$ cat config.mk
export PLATFORM = sky130hd
export DESIGN_NAME = spi_addr_cmd_decoder
export DESIGN_NICKNAME = d
export VERILOG_FILES = /design/src/rtl/spi_cmd_pkg.sv /design/src/rtl/spi_frame_rx.sv /design/src/rtl/spi_reg_bank.sv /design/src/rtl/spi_out_shift.sv /design/src/rtl/spi_addr_cmd_decoder.sv
export SDC_FILE = /design/constraint.sdc
export NUM_CORES = 1
export LEC_CHECK = 0
export CORE_AREA = 2 2 126 128
export CTS_CLUSTER_SIZE = 25
export DETAILED_ROUTE_END_ITERATION = 12
export DIE_AREA = 0 0 128 130
export GPL_TIMING_DRIVEN = 0
export PLACE_DENSITY = 0.72
export RECOVER_POWER = 100
export SLEW_MARGIN = 10
export SYNTH_ARGS = -nofsm -noshare
export SYNTH_HDL_FRONTEND = slang
export SYNTH_HIERARCHICAL = 1
export SYNTH_SLANG_ARGS = --single-unit
export TNS_END_PERCENT = 100
$ cat constraint.sdc
create_clock -name clk -period 4.7 [get_ports clk]
set_clock_uncertainty 0.1 [all_clocks]
set_input_delay 0.94 -clock clk [delete_from_list [all_inputs] [get_ports clk]]
set_output_delay 0.94 -clock clk [all_outputs]
set_load 0.01 [all_outputs]
$ cat src/rtl/spi_cmd_pkg.sv
package spi_cmd_pkg;

    localparam int FRAME_W = 16;
    localparam int CA_W    = 4;
    localparam int BODY_W  = FRAME_W - CA_W;
    localparam int PTR_W   = 5;
    localparam int DATA_W  = 16;

    localparam logic [CA_W-1:0]   CA_SHARED = 4'h0;
    localparam logic [CA_W-1:0]   CA_BCAST  = 4'hF;

    localparam logic [BODY_W-1:0] BODY_DRV_ON  = 12'h009;
    localparam logic [BODY_W-1:0] BODY_DRV_OFF = 12'h00A;
    localparam logic [BODY_W-1:0] BODY_CFG     = 12'h222;
    localparam logic [BODY_W-1:0] BODY_NOP     = 12'h542;
    localparam logic [BODY_W-1:0] BODY_SOFTRST = 12'h708;
    localparam logic [6:0]        PFX_READ     = 7'b0001000;
    localparam logic [6:0]        PFX_PTR      = 7'b1100000;
    localparam logic [3:0]        PFX_WR_HI    = 4'hA;
    localparam logic [3:0]        PFX_WR_LO    = 4'hB;
    localparam logic [11:0]       PFX_SET_CA   = 12'hFDA;

    typedef enum logic [3:0] {
        CMD_NONE,
        CMD_DRV_ON,
        CMD_DRV_OFF,
        CMD_CFG,
        CMD_NOP,
        CMD_SOFT_RST,
        CMD_RD,
        CMD_PTR,
        CMD_WR_HI,
        CMD_WR_LO,
        CMD_SET_CA
    } cmd_e;

    typedef struct packed {
        logic [CA_W-1:0]   ca;
        logic [BODY_W-1:0] body;
    } frame_t;

    function automatic cmd_e decode_cmd(frame_t f);
        cmd_e c;
        c = CMD_NONE;
        if ({f.ca, f.body[11:4]} == PFX_SET_CA)      c = CMD_SET_CA;
        else if (f.body == BODY_DRV_ON)              c = CMD_DRV_ON;
        else if (f.body == BODY_DRV_OFF)             c = CMD_DRV_OFF;
        else if (f.body == BODY_CFG)                 c = CMD_CFG;
        else if (f.body == BODY_NOP)                 c = CMD_NOP;
        else if (f.body == BODY_SOFTRST)             c = CMD_SOFT_RST;
        else if (f.body[11:5] == PFX_READ)           c = CMD_RD;
        else if (f.body[11:5] == PFX_PTR)            c = CMD_PTR;
        else if (f.body[11:8] == PFX_WR_HI)          c = CMD_WR_HI;
        else if (f.body[11:8] == PFX_WR_LO)          c = CMD_WR_LO;
        return c;
    endfunction

endpackage

$ cat src/rtl/spi_frame_rx.sv
module spi_frame_rx import spi_cmd_pkg::*; #(
    parameter int WIDTH = FRAME_W
) (
    input  logic             clk,
    input  logic             rst,
    input  logic             sclk,
    input  logic             cs_n,
    input  logic             sdi,
    output logic             frame_ok,
    output logic [WIDTH-1:0] frame_data,
    output logic             sel_start,
    output logic             bit_shift
);
    localparam int CNT_W = $clog2(WIDTH + 2);
    localparam logic [CNT_W-1:0] CNT_FULL = CNT_W'(WIDTH);
    localparam logic [CNT_W-1:0] CNT_SAT  = CNT_W'(WIDTH + 1);

    logic [2:0]       sclk_sr, cs_sr;
    logic [1:0]       sdi_sr;
    logic [CNT_W-1:0] cnt;
    logic [WIDTH-1:0] shreg;
    logic             active, sclk_rise, sclk_fall, cs_rise, cs_fall;

    assign active    = ~cs_sr[1];
    assign sclk_rise = sclk_sr[1] & ~sclk_sr[2];
    assign sclk_fall = ~sclk_sr[1] & sclk_sr[2];
    assign cs_rise   = cs_sr[1] & ~cs_sr[2];
    assign cs_fall   = ~cs_sr[1] & cs_sr[2];

    always_ff @(posedge clk) begin
        if (rst) begin
            sclk_sr  <= '0;
            cs_sr    <= '1;
            sdi_sr   <= '0;
            cnt      <= '0;
            shreg    <= '0;
            frame_ok <= 1'b0;
        end else begin
            sclk_sr  <= {sclk_sr[1:0], sclk};
            cs_sr    <= {cs_sr[1:0], cs_n};
            sdi_sr   <= {sdi_sr[0], sdi};
            frame_ok <= cs_rise && (cnt == CNT_FULL);
            if (cs_fall) begin
                cnt   <= '0;
                shreg <= '0;
            end else if (active && sclk_rise) begin
                shreg <= {shreg[WIDTH-2:0], sdi_sr[1]};
                if (cnt != CNT_SAT) cnt <= cnt + 1'b1;
            end
        end
    end

    assign frame_data = shreg;
    assign sel_start  = cs_fall;
    assign bit_shift  = active & sclk_fall;

    AST_OK_PULSE: assert property (@(posedge clk) disable iff (rst) frame_ok |=> !frame_ok);
    AST_OK_AFTER_SEL: assert property (@(posedge clk) disable iff (rst) frame_ok |-> cs_sr[2]);
endmodule

$ cat src/rtl/spi_reg_bank.sv
module spi_reg_bank import spi_cmd_pkg::*; #(
    parameter int                REG_COUNT = 8,
    parameter logic [DATA_W-1:0] DEF_BASE  = 16'hA500
) (
    input  logic              clk,
    input  logic              rst,
    input  logic              clear,
    input  logic              wr_hi,
    input  logic              wr_lo,
    input  logic [PTR_W-1:0]  wr_ptr,
    input  logic [7:0]        wr_byte,
    input  logic [PTR_W-1:0]  rd_ptr,
    output logic [DATA_W-1:0] rd_data
);
    logic [REG_COUNT-1:0][DATA_W-1:0] regs;

    for (genvar g = 0; g < REG_COUNT; g++) begin : g_reg
        localparam logic [DATA_W-1:0] DEF_VAL = DEF_BASE + DATA_W'(g);
        logic sel;
        assign sel = (wr_ptr == PTR_W'(g));
        always_ff @(posedge clk) begin
            if (rst || clear) begin
                regs[g] <= DEF_VAL;
            end else begin
                if (wr_hi && sel) regs[g][15:8] <= wr_byte;
                if (wr_lo && sel) regs[g][7:0]  <= wr_byte;
            end
        end
    end

    always_comb begin
        rd_data = '0;
        for (int i = 0; i < REG_COUNT; i++) begin
            if (rd_ptr == PTR_W'(i)) rd_data = regs[i];
        end
    end

    AST_REGS_HOLD: assert property (@(posedge clk) disable iff (rst) !(wr_hi || wr_lo || clear) |=> $stable(regs));
endmodule

$ cat src/rtl/spi_out_shift.sv
module spi_out_shift import spi_cmd_pkg::*; (
    input  logic              clk,
    input  logic              rst,
    input  logic              load,
    input  logic [DATA_W-1:0] load_val,
    input  logic              shift,
    output logic              sdo
);
    logic [DATA_W-1:0] sh;

    always_ff @(posedge clk) begin
        if (rst)        sh <= '0;
        else if (load)  sh <= load_val;
        else if (shift) sh <= {sh[DATA_W-2:0], 1'b0};
    end

    assign sdo = sh[DATA_W-1];

    AST_SDO_HOLD: assert property (@(posedge clk) disable iff (rst) !(load || shift) |=> $stable(sdo));
endmodule

$ cat src/rtl/spi_addr_cmd_decoder.sv
module spi_addr_cmd_decoder import spi_cmd_pkg::*; #(
    parameter int                REG_COUNT = 8,
    parameter logic [DATA_W-1:0] DEF_BASE  = 16'hA500
) (
    input  logic clk,
    input  logic rst,
    input  logic sclk,
    input  logic cs_n,
    input  logic sdi,
    output logic sdo,
    output logic sdo_oe,
    output logic drv_en,
    output logic cfg_mode
);
    logic              frame_ok, sel_start, bit_shift;
    logic [FRAME_W-1:0] frame_raw;
    frame_t            frm;
    cmd_e              cmd;
    logic              hit, wr_hi, wr_lo, clear;
    logic [CA_W-1:0]   own_q;
    logic [PTR_W-1:0]  ptr_q;
    logic [DATA_W-1:0] rd_data, resp_q;
    logic              drv_q, cfg_q, oe_q;

    spi_frame_rx #(.WIDTH(FRAME_W)) u_rx (
        .clk(clk), .rst(rst), .sclk(sclk), .cs_n(cs_n), .sdi(sdi),
        .frame_ok(frame_ok), .frame_data(frame_raw),
        .sel_start(sel_start), .bit_shift(bit_shift)
    );

    assign frm = frame_t'(frame_raw);
    assign cmd = decode_cmd(frm);
    assign hit = frame_ok && (frm.ca == own_q || frm.ca == CA_SHARED || frm.ca == CA_BCAST);

    assign wr_hi = hit && cfg_q && (cmd == CMD_WR_HI);
    assign wr_lo = hit && cfg_q && (cmd == CMD_WR_LO);
    assign clear = hit && (cmd == CMD_SOFT_RST);

    spi_reg_bank #(.REG_COUNT(REG_COUNT), .DEF_BASE(DEF_BASE)) u_bank (
        .clk(clk), .rst(rst), .clear(clear),
        .wr_hi(wr_hi), .wr_lo(wr_lo), .wr_ptr(ptr_q), .wr_byte(frm.body[7:0]),
        .rd_ptr(frm.body[PTR_W-1:0]), .rd_data(rd_data)
    );

    spi_out_shift u_tx (
        .clk(clk), .rst(rst), .load(sel_start), .load_val(resp_q),
        .shift(bit_shift), .sdo(sdo)
    );

    always_ff @(posedge clk) begin
        if (rst) begin
            drv_q  <= 1'b0;
            cfg_q  <= 1'b0;
            oe_q   <= 1'b0;
            own_q  <= '0;
            ptr_q  <= '0;
            resp_q <= '0;
        end else if (frame_ok) begin
            if (frm.ca == CA_BCAST)       oe_q <= 1'b0;
            else if (frm.ca == own_q)     oe_q <= 1'b1;
            else if (frm.ca != CA_SHARED) oe_q <= 1'b0;
            if (hit) begin
                resp_q <= (cmd == CMD_RD) ? rd_data : '0;
                case (cmd)
                    CMD_DRV_ON: begin
                        drv_q <= 1'b1;
                        cfg_q <= 1'b0;
                    end
                    CMD_DRV_OFF: drv_q <= 1'b0;
                    CMD_CFG:     cfg_q <= 1'b1;
                    CMD_PTR:     ptr_q <= frm.body[PTR_W-1:0];
                    CMD_SET_CA:  own_q <= frm.body[CA_W-1:0];
                    default: ;
                endcase
            end
        end
    end

    assign sdo_oe   = oe_q;
    assign drv_en   = drv_q;
    assign cfg_mode = cfg_q;

    AST_DRV_HOLD: assert property (@(posedge clk) disable iff (rst) !frame_ok |=> $stable(drv_en));
    AST_OE_HOLD: assert property (@(posedge clk) disable iff (rst) !frame_ok |=> $stable(sdo_oe));
    AST_CA_HOLD: assert property (@(posedge clk) disable iff (rst) !frame_ok |=> $stable(own_q));
    AST_CFG_EXIT: assert property (@(posedge clk) disable iff (rst) (hit && cmd == CMD_DRV_ON) |=> (drv_en && !cfg_mode));
    AST_BCAST_RELEASE: assert property (@(posedge clk) disable iff (rst) (frame_ok && frm.ca == CA_BCAST) |=> !sdo_oe);
endmodule

* Word level (Yosys, flattened, before mapping)
Index checks and enable logic that the tools add are counted.
** Word-level totals
- Output and inout bits :: 4
- Bits of input ports :: 5
- Logic and storage cells :: 144
- Register bits after elaboration :: 202
** Operators by class
- Bitwise gates (word level) :: 9
- Multiplexer cells :: 26
- Reductions and logical operators :: 42
- Add/sub/neg operators :: 1
- Equality and inequality tests :: 37
** Operators by type and width (count)
- two-way mux 16 bit :: 11
- == test 5 x 3 -> 1 bit (second input constant) :: 8
- two-way mux 4 bit :: 10
- == test 12 x 11 -> 1 bit (second input constant) :: 2
- == test 12 x 4 -> 1 bit (second input constant) :: 2
- == test 4 bit (second input constant) :: 6
- logical AND 1 bit :: 23
- == test 5 x 2 -> 1 bit (second input constant) :: 4
- == test 12 x 10 -> 1 bit (second input constant) :: 1
- == test 12 bit (second input constant) :: 1
- == test 4 x 3 -> 1 bit (second input constant) :: 3
- AND reduction 3 bit :: 4
- == test 5 x 1 -> 1 bit (second input constant) :: 2
- logical NOT 5 bit :: 2
- == test 4 x 2 -> 1 bit (second input constant) :: 2
- == test 7 x 4 -> 1 bit (second input constant) :: 1
- == test 7 bit (second input constant) :: 1
- AND reduction 2 bit :: 3
- nonzero test 2 bit :: 3
- adder 5 x 1 -> 5 bit (second input constant) :: 1
- bitwise AND 1 bit :: 5
- == test 5 bit (second input constant) :: 1
- != test 5 bit (second input constant) :: 1
- == test 4 x 1 -> 1 bit (second input constant) :: 1
- 9 further kinds :: 17

* Longest topological paths before layout
- Word-level depth :: 14
- Mapped depth :: 11
- Depth with buffers taken out :: 8

* Cells and area by module
The synthesis kept the hierarchy.
** By module, submodules not included
- spi_reg_bank :: instances 1, cells an instance 583, seq. area each 2562.5 um^2, area each 5771.8 um^2
- spi_addr_cmd_decoder :: instances 1, cells an instance 127, seq. area each 560.5 um^2, area each 1325.0 um^2
- spi_frame_rx :: instances 1, cells an instance 127, seq. area each 600.6 um^2, area each 1102.3 um^2
- spi_out_shift :: instances 1, cells an instance 71, seq. area each 320.3 um^2, area each 764.5 um^2

* Worst setup path before layout
No wires, ideal clock.
- Path type :: reg-to-reg
- Start :: register u_rx.shreg[2], in the netlist u_rx/frame_data[2]
- End :: register u_bank/regs[63] (netlist bit)
- Path slack :: 2280 ps
- Data required time :: 4463 ps
- Buffers on the path :: 1
- Data arrival time :: 2182 ps
- Stages on the path, launching flop included :: 10
- Clock period less this slack :: 2420 ps
- Setup time :: 137 ps
- Path through :: dfxtp_1 -> nor4_1 -> nand2_1 -> nor4b_1 -> nand2b_1 -> nor2_1 -> or2_0 -> buf_2 -> nor2_1 -> mux2i_1
** On the way
- Word-level cells in the longest chain between the ends :: 10
- Elaborated cells between the ends (all ways) :: 17
- Those cells by class :: eq/ne (7); mux (6); reduce/logical (4)
** RTL lines
- start: declaration :: line spi_frame_rx.sv:21 : logic [WIDTH-1:0] shreg;
- start signal: assignment :: line spi_frame_rx.sv:47 : shreg <= {shreg[WIDTH-2:0], sdi_sr[1]};
- == test 12 x 11 -> 1 bit :: line spi_cmd_pkg.sv:50 : else if (f.body == BODY_SOFTRST) c = CMD_SOFT_RST;
- two-way mux 4 bit :: line spi_cmd_pkg.sv:50
- two-way mux 4 bit :: line spi_cmd_pkg.sv:49 : else if (f.body == BODY_NOP) c = CMD_NOP;
- two-way mux 4 bit :: line spi_cmd_pkg.sv:48 : else if (f.body == BODY_CFG) c = CMD_CFG;
- two-way mux 4 bit :: line spi_cmd_pkg.sv:47 : else if (f.body == BODY_DRV_OFF) c = CMD_DRV_OFF;
- two-way mux 4 bit * :: line spi_cmd_pkg.sv:46 : else if (f.body == BODY_DRV_ON) c = CMD_DRV_ON;
- two-way mux 4 bit * :: line spi_cmd_pkg.sv:45 : if ({f.ca, f.body[11:4]} == PFX_SET_CA) c = CMD_SET_CA;
- == test 4 x 3 -> 1 bit * :: line spi_addr_cmd_decoder.sv:37 : assign clear = hit && (cmd == CMD_SOFT_RST);
- logical AND 1 bit * :: line spi_addr_cmd_decoder.sv:37
- net clear :: line spi_addr_cmd_decoder.sv:19 : logic hit, wr_hi, wr_lo, clear;
- logical OR 1 bit * :: line spi_reg_bank.sv:22 : if (rst || clear) begin
- end signal: indexed assignment :: line spi_reg_bank.sv:25 : if (wr_hi && sel) regs[g][15:8] <= wr_byte;
- end signal: indexed assignment :: line spi_reg_bank.sv:26 : if (wr_lo && sel) regs[g][7:0] <= wr_byte;
- end: declaration :: line spi_reg_bank.sv:15 : logic [REG_COUNT-1:0][DATA_W-1:0] regs;
The timed path passes the listed nets; every way through them passes the cells marked *.
A chain may end at the register's enable or synchronous reset.

* Worst setup path after layout
- Start :: register u_rx.shreg[1], in the netlist u_rx/frame_data[1]
- End :: register u_bank/regs[4] (netlist bit)
** On the way
- Word-level cells in the longest chain between the ends :: 10
- Elaborated cells between the ends (all ways) :: 17
- Those cells by class :: eq/ne (7); mux (6); reduce/logical (4)
** RTL lines
- == test 12 x 11 -> 1 bit :: line spi_cmd_pkg.sv:50
- two-way mux 4 bit :: line spi_cmd_pkg.sv:50
- two-way mux 4 bit :: line spi_cmd_pkg.sv:49
- two-way mux 4 bit :: line spi_cmd_pkg.sv:48
- two-way mux 4 bit :: line spi_cmd_pkg.sv:47
- two-way mux 4 bit * :: line spi_cmd_pkg.sv:46
- two-way mux 4 bit * :: line spi_cmd_pkg.sv:45
- == test 4 bit * :: line spi_addr_cmd_decoder.sv:36 : assign wr_lo = hit && cfg_q && (cmd == CMD_WR_LO);
- logical AND 1 bit * :: line spi_addr_cmd_decoder.sv:36
- net wr_lo :: line spi_addr_cmd_decoder.sv:19
- logical AND 1 bit * :: line spi_reg_bank.sv:26
Marks and branches as above.

==> flow_results.xml <==
<?xml version="1.0" encoding="UTF-8"?>
<metrics>
  <group name="clock_network">
    <metric name="clk_pin_slew_worst_paths" unit="ps">60</metric>
    <metric name="clock-sinks" unit="">202</metric>
    <metric name="cts-htree-levels" unit="">1</metric>
    <metric name="cts-root-to-sink-buffers" unit="">3</metric>
    <metric name="cts_buffers" unit="">22</metric>
    <metric name="cts_tree" unit="">built</metric>
    <metric name="cts_repair_resized_insts" unit="">0</metric>
    <metric name="worstSkewPairLatency" unit="ps">510</metric>
    <metric name="clockRootBuffer" unit="">clkbuf_16</metric>
    <metric name="ctsHoldBuffers" unit="">0</metric>
    <metric name="post-cts-setup-buffer-count" unit="">0</metric>
  </group>
  <group name="floorplan">
    <metric name="dieArea" unit="um^2">16600</metric>
    <metric name="die_width" unit="um">128</metric>
    <metric name="ios" unit="">9</metric>
    <metric name="floorplan.die.height" unit="um">130</metric>
    <metric name="floorplan.initialDensity" unit="">0.581</metric>
    <metric name="placementRows" unit="">46</metric>
    <metric name="core_region_area" unit="um^2">15400</metric>
  </group>
  <group name="setup_path">
    <metric name="critical_path.endpoint_type" unit="">register</metric>
    <metric name="timing.critical_path.slowest_cell_delay" unit="ps">670</metric>
    <metric name="worst_ep_required_time" unit="ps">4960</metric>
    <metric name="cp_top_family" unit="">simple AND/OR/NAND/NOR gates</metric>
    <metric name="arrival" unit="ps">3830</metric>
    <metric name="cp_cell_sequence" unit="">nor3b_1 -&gt; a32oi_1 -&gt; o21ai_0 -&gt; nor2_4 -&gt; nor2_1 -&gt; nor4b_1 -&gt; nand2_1 -&gt; mux2i_1</metric>
    <metric name="worstPathBufferInverterCount" unit="">0</metric>
    <metric name="slowest_stage" unit="">nor4b_1</metric>
    <metric name="startpoint_type" unit="">register</metric>
    <metric name="path_class" unit="">reg2reg</metric>
    <metric name="critPathMaxFanout" unit="">11</metric>
  </group>
  <group name="timing">
    <metric name="rsz0062_at_grt" unit="">false</metric>
    <metric name="maxClockFrequency" unit="GHz">0.280</metric>
    <metric name="worst_slew_slack_as_a_fraction_of_its_limit" unit="">0.417</metric>
    <metric name="finalHoldViolCount" unit="">0</metric>
    <metric name="fin_tns_setup" unit="ps">0</metric>
    <metric name="max_slew.worst_pin.slew" unit="ps">875</metric>
    <metric name="final.min_clock_period" unit="ps">3570</metric>
    <metric name="drv_slew" unit="">0</metric>
    <metric name="final-setup-viol-count" unit="">0</metric>
    <metric name="finalHoldWorstSlack" unit="ps">327</metric>
    <metric name="period_share" unit="">0.759</metric>
    <metric name="setup_slack_after_layout" unit="ps">1130</metric>
  </group>
  <group name="power_and_ir_drop">
    <metric name="power_per_cell_area" unit="nW/um^2">361</metric>
    <metric name="power_frac_clock" unit="">0.496</metric>
    <metric name="seqPwrFrac" unit="">0.482</metric>
    <metric name="switchingPower" unit="mW">0.765</metric>
    <metric name="swShare" unit="">0.213</metric>
    <metric name="power_frac_comb" unit="">0.022</metric>
    <metric name="power.internal" unit="mW">2.82</metric>
    <metric name="cellLeakagePower" unit="nW">4.20</metric>
    <metric name="power.ir.vdd_worst" unit="uV">273</metric>
  </group>
  <group name="flow_run">
    <metric name="maxCapViolations" unit="">0</metric>
  </group>
  <group name="logic_synthesis">
    <metric name="synth_cell_type_count" unit="">65</metric>
    <metric name="synth_seq_cells" unit="">202</metric>
    <metric name="ys_async_sr_fraction" unit="">0</metric>
    <metric name="syn_inst" unit="">908</metric>
    <metric name="number_of_flops_mapped_to_enable_cells_by_yosys" unit="">0</metric>
    <metric name="synthesis.area_per_instance" unit="um^2">9.87</metric>
    <metric name="synth_flop_cell" unit="">dfxtp_1</metric>
    <metric name="synth.yosys.warnings" unit="">6</metric>
    <metric name="syn-cell-area" unit="um^2">8960</metric>
    <metric name="synth_seq_area_share" unit="">0.451</metric>
    <metric name="mappedNetlistNets" unit="">916</metric>
  </group>
  <group name="place">
    <metric name="place_congestion" unit="">0.887</metric>
    <metric name="place_hpwl" unit="um">14800</metric>
    <metric name="pre_cts_ws" unit="ps">1280</metric>
    <metric name="io_buffer_count" unit="">8</metric>
  </group>
  <group name="status">
    <metric name="status" unit="">finished, final reports clean</metric>
  </group>
  <group name="grt">
    <metric name="antenna_violations_before_repair" unit="">0</metric>
    <metric name="first_global_vias" unit="">6341</metric>
    <metric name="globalRoute.totalOverflow" unit="">0</metric>
    <metric name="track_usage" unit="">0.266</metric>
    <metric name="grt_pass1_wl" unit="um">34600</metric>
    <metric name="grt_max_degree" unit="">18</metric>
  </group>
  <group name="cells_and_area">
    <metric name="finalNetCount" unit="">948</metric>
    <metric name="finalCoreUtilization" unit="">0.644</metric>
    <metric name="areaGrowthSynthToFinish" unit="%">10.8</metric>
    <metric name="antenna-diode-count" unit="">0</metric>
    <metric name="fraction_of_final_layout_cells_sized_beyond_drive_strength_1" unit="">0.0931</metric>
  </group>
  <group name="route">
    <metric name="final_antenna_net_count" unit="">0</metric>
    <metric name="drt_wl_total" unit="um">21700</metric>
    <metric name="detail_route.drc_violations" unit="">0</metric>
    <metric name="route.vias.total" unit="">6603</metric>
    <metric name="routedWlPerCell" unit="um">18.9</metric>
    <metric name="firstDrtPassIters" unit="">5</metric>
    <metric name="via_per_inst" unit="">5.75</metric>
    <metric name="drt_iter0_markers" unit="">395</metric>
  </group>
  <group name="hold_path">
    <metric name="worst_min_path_class" unit="">reg2reg</metric>
  </group>
</metrics>
==> cells in the final DEF (no fill, tap or decap), drive strengths merged, types with 16 or more instances in the layout <==
cell    synthesis  routed
mux2i         216     216
dfxtp         202     202
nand2         147     147
clkbuf         29      73
nor2           70      70
o22ai          32      32
nor2b          22      22
a21oi          21      21
buf            33      20
or2            20      20
a22o           16      16
==> stage by stage <==
stage | instance area (um^2) | cells | power, mW
after floorplan | 8960 | 908 | 1.82
after global placement | 9280 | 1108 | 1.85
after detailed placement | 9280 | 1108 | 1.85
after CTS | 10000 | 1148 | 3.61
after global routing | 9930 | 1148 | 3.69
final | 9930 | 1148 | 3.58
==> layout make-up <==
class	instances	area, um^2
flip-flops and latches	202	4040
well taps	192	240
repair buffers	8	80.1
fillers	1326	5490
clock inverters	9	108
multi-input cells	637	4490
inverters	7	26.3
plain buffers	62	302
clock buffers	31	646
==> cell usage after synthesis (all sizes together) (2+ instances only) <==
library cell | count | area [um^2]
nor4b | 4 | 65.1
and4bb | 2 | 25.0
o21a | 2 | 23.8
mux2i | 216 | 2160
nor3b | 4 | 35.0
nand2 | 147 | 582
nor4 | 7 | 50.1
clkbuf | 29 | 110
or4b | 2 | 20.0
and3 | 2 | 12.5
ha | 3 | 37.5
or4 | 3 | 22.5
o22ai | 32 | 200
nand2b | 2 | 12.5
inv | 7 | 26.3
nor2 | 70 | 270
dfxtp | 202 | 4040
a211oi | 15 | 128
nand3 | 6 | 45.0
a22o | 16 | 140
and3b | 3 | 28.8
a21oi | 21 | 105
or2 | 20 | 125
or3b | 2 | 17.5
o21ai | 4 | 23.8
nand4 | 3 | 25.0
nor4bb | 4 | 40.0
nor2b | 22 | 138
nor3 | 2 | 10.0
buf | 33 | 231
or3 | 3 | 18.8
xor2 | 4 | 35.0
a32oi | 2 | 17.5
==> sequential cells by signal, summed over array words and instances (netlist names), 2 cells and up <==
register,cells
u_bank/regs,128
u_rx/cs_sr,3
u_rx/sdi_sr,2
ptr_q,5
own_q,4
u_tx/sh,16
resp_q,16
u_rx/cnt,5
u_rx/frame_data,16
u_rx/sclk_sr,3
==> power groups by stage <==
stage               Sequential [mW]  Combinational, mW  Clock, mW
finish                         1.73             0.0799       1.78
global route                   1.73             0.0865       1.88
CTS                            1.73             0.0812       1.80
detailed placement             1.77             0.0807          0
global placement               1.77             0.0802          0
floorplan                      1.76             0.0512          0
==> cells by family after synthesis <==
family                   Yosys count  synth area share
AND/OR/NAND/NOR                  312             0.176
buffers and inverters             69            0.0410
XOR/XNOR                           4           0.00391
adder cells (fa/ha/maj)            3           0.00419
flip-flops                       202             0.451
multiplexers                     216             0.241
AO/OA/AOI/OAI                    102            0.0821
==> path summary, 6_finish.rpt <==
kind | startpoint | end | slack, ps | depth (start not counted)
worst min-delay path | u_rx/cs_sr[0]$_SDFF_PP1_ | u_rx/cs_sr[1]$_SDFF_PP1_ | 330 | 1
worst min register to register | u_rx/cs_sr[0]$_SDFF_PP1_ | u_rx/cs_sr[1]$_SDFF_PP1_ | 330 | 1
worst max register to register | u_rx/frame_data[1]$_SDFFE_PP0P_ | u_bank/regs[4]$_SDFFE_PP0P_ | 1130 | 8
worst max-delay path | u_rx/frame_data[1]$_SDFFE_PP0P_ | u_bank/regs[4]$_SDFFE_PP0P_ | 1130 | 8
==> routing by layer <==
| metal | part of all wire | wire length [um] | track usage |
|---|---|---|---|
| met1 | 0.46 | 9980 | 0.350 |
| met4 | 0.028 | 613 | 0.0840 |
| met2 | 0.47 | 10200 | 0.461 |
| met5 | 0 | 0 | 0 |
| met3 | 0.041 | 892 | 0.0308 |
Power figures use the tool's default switching activity.
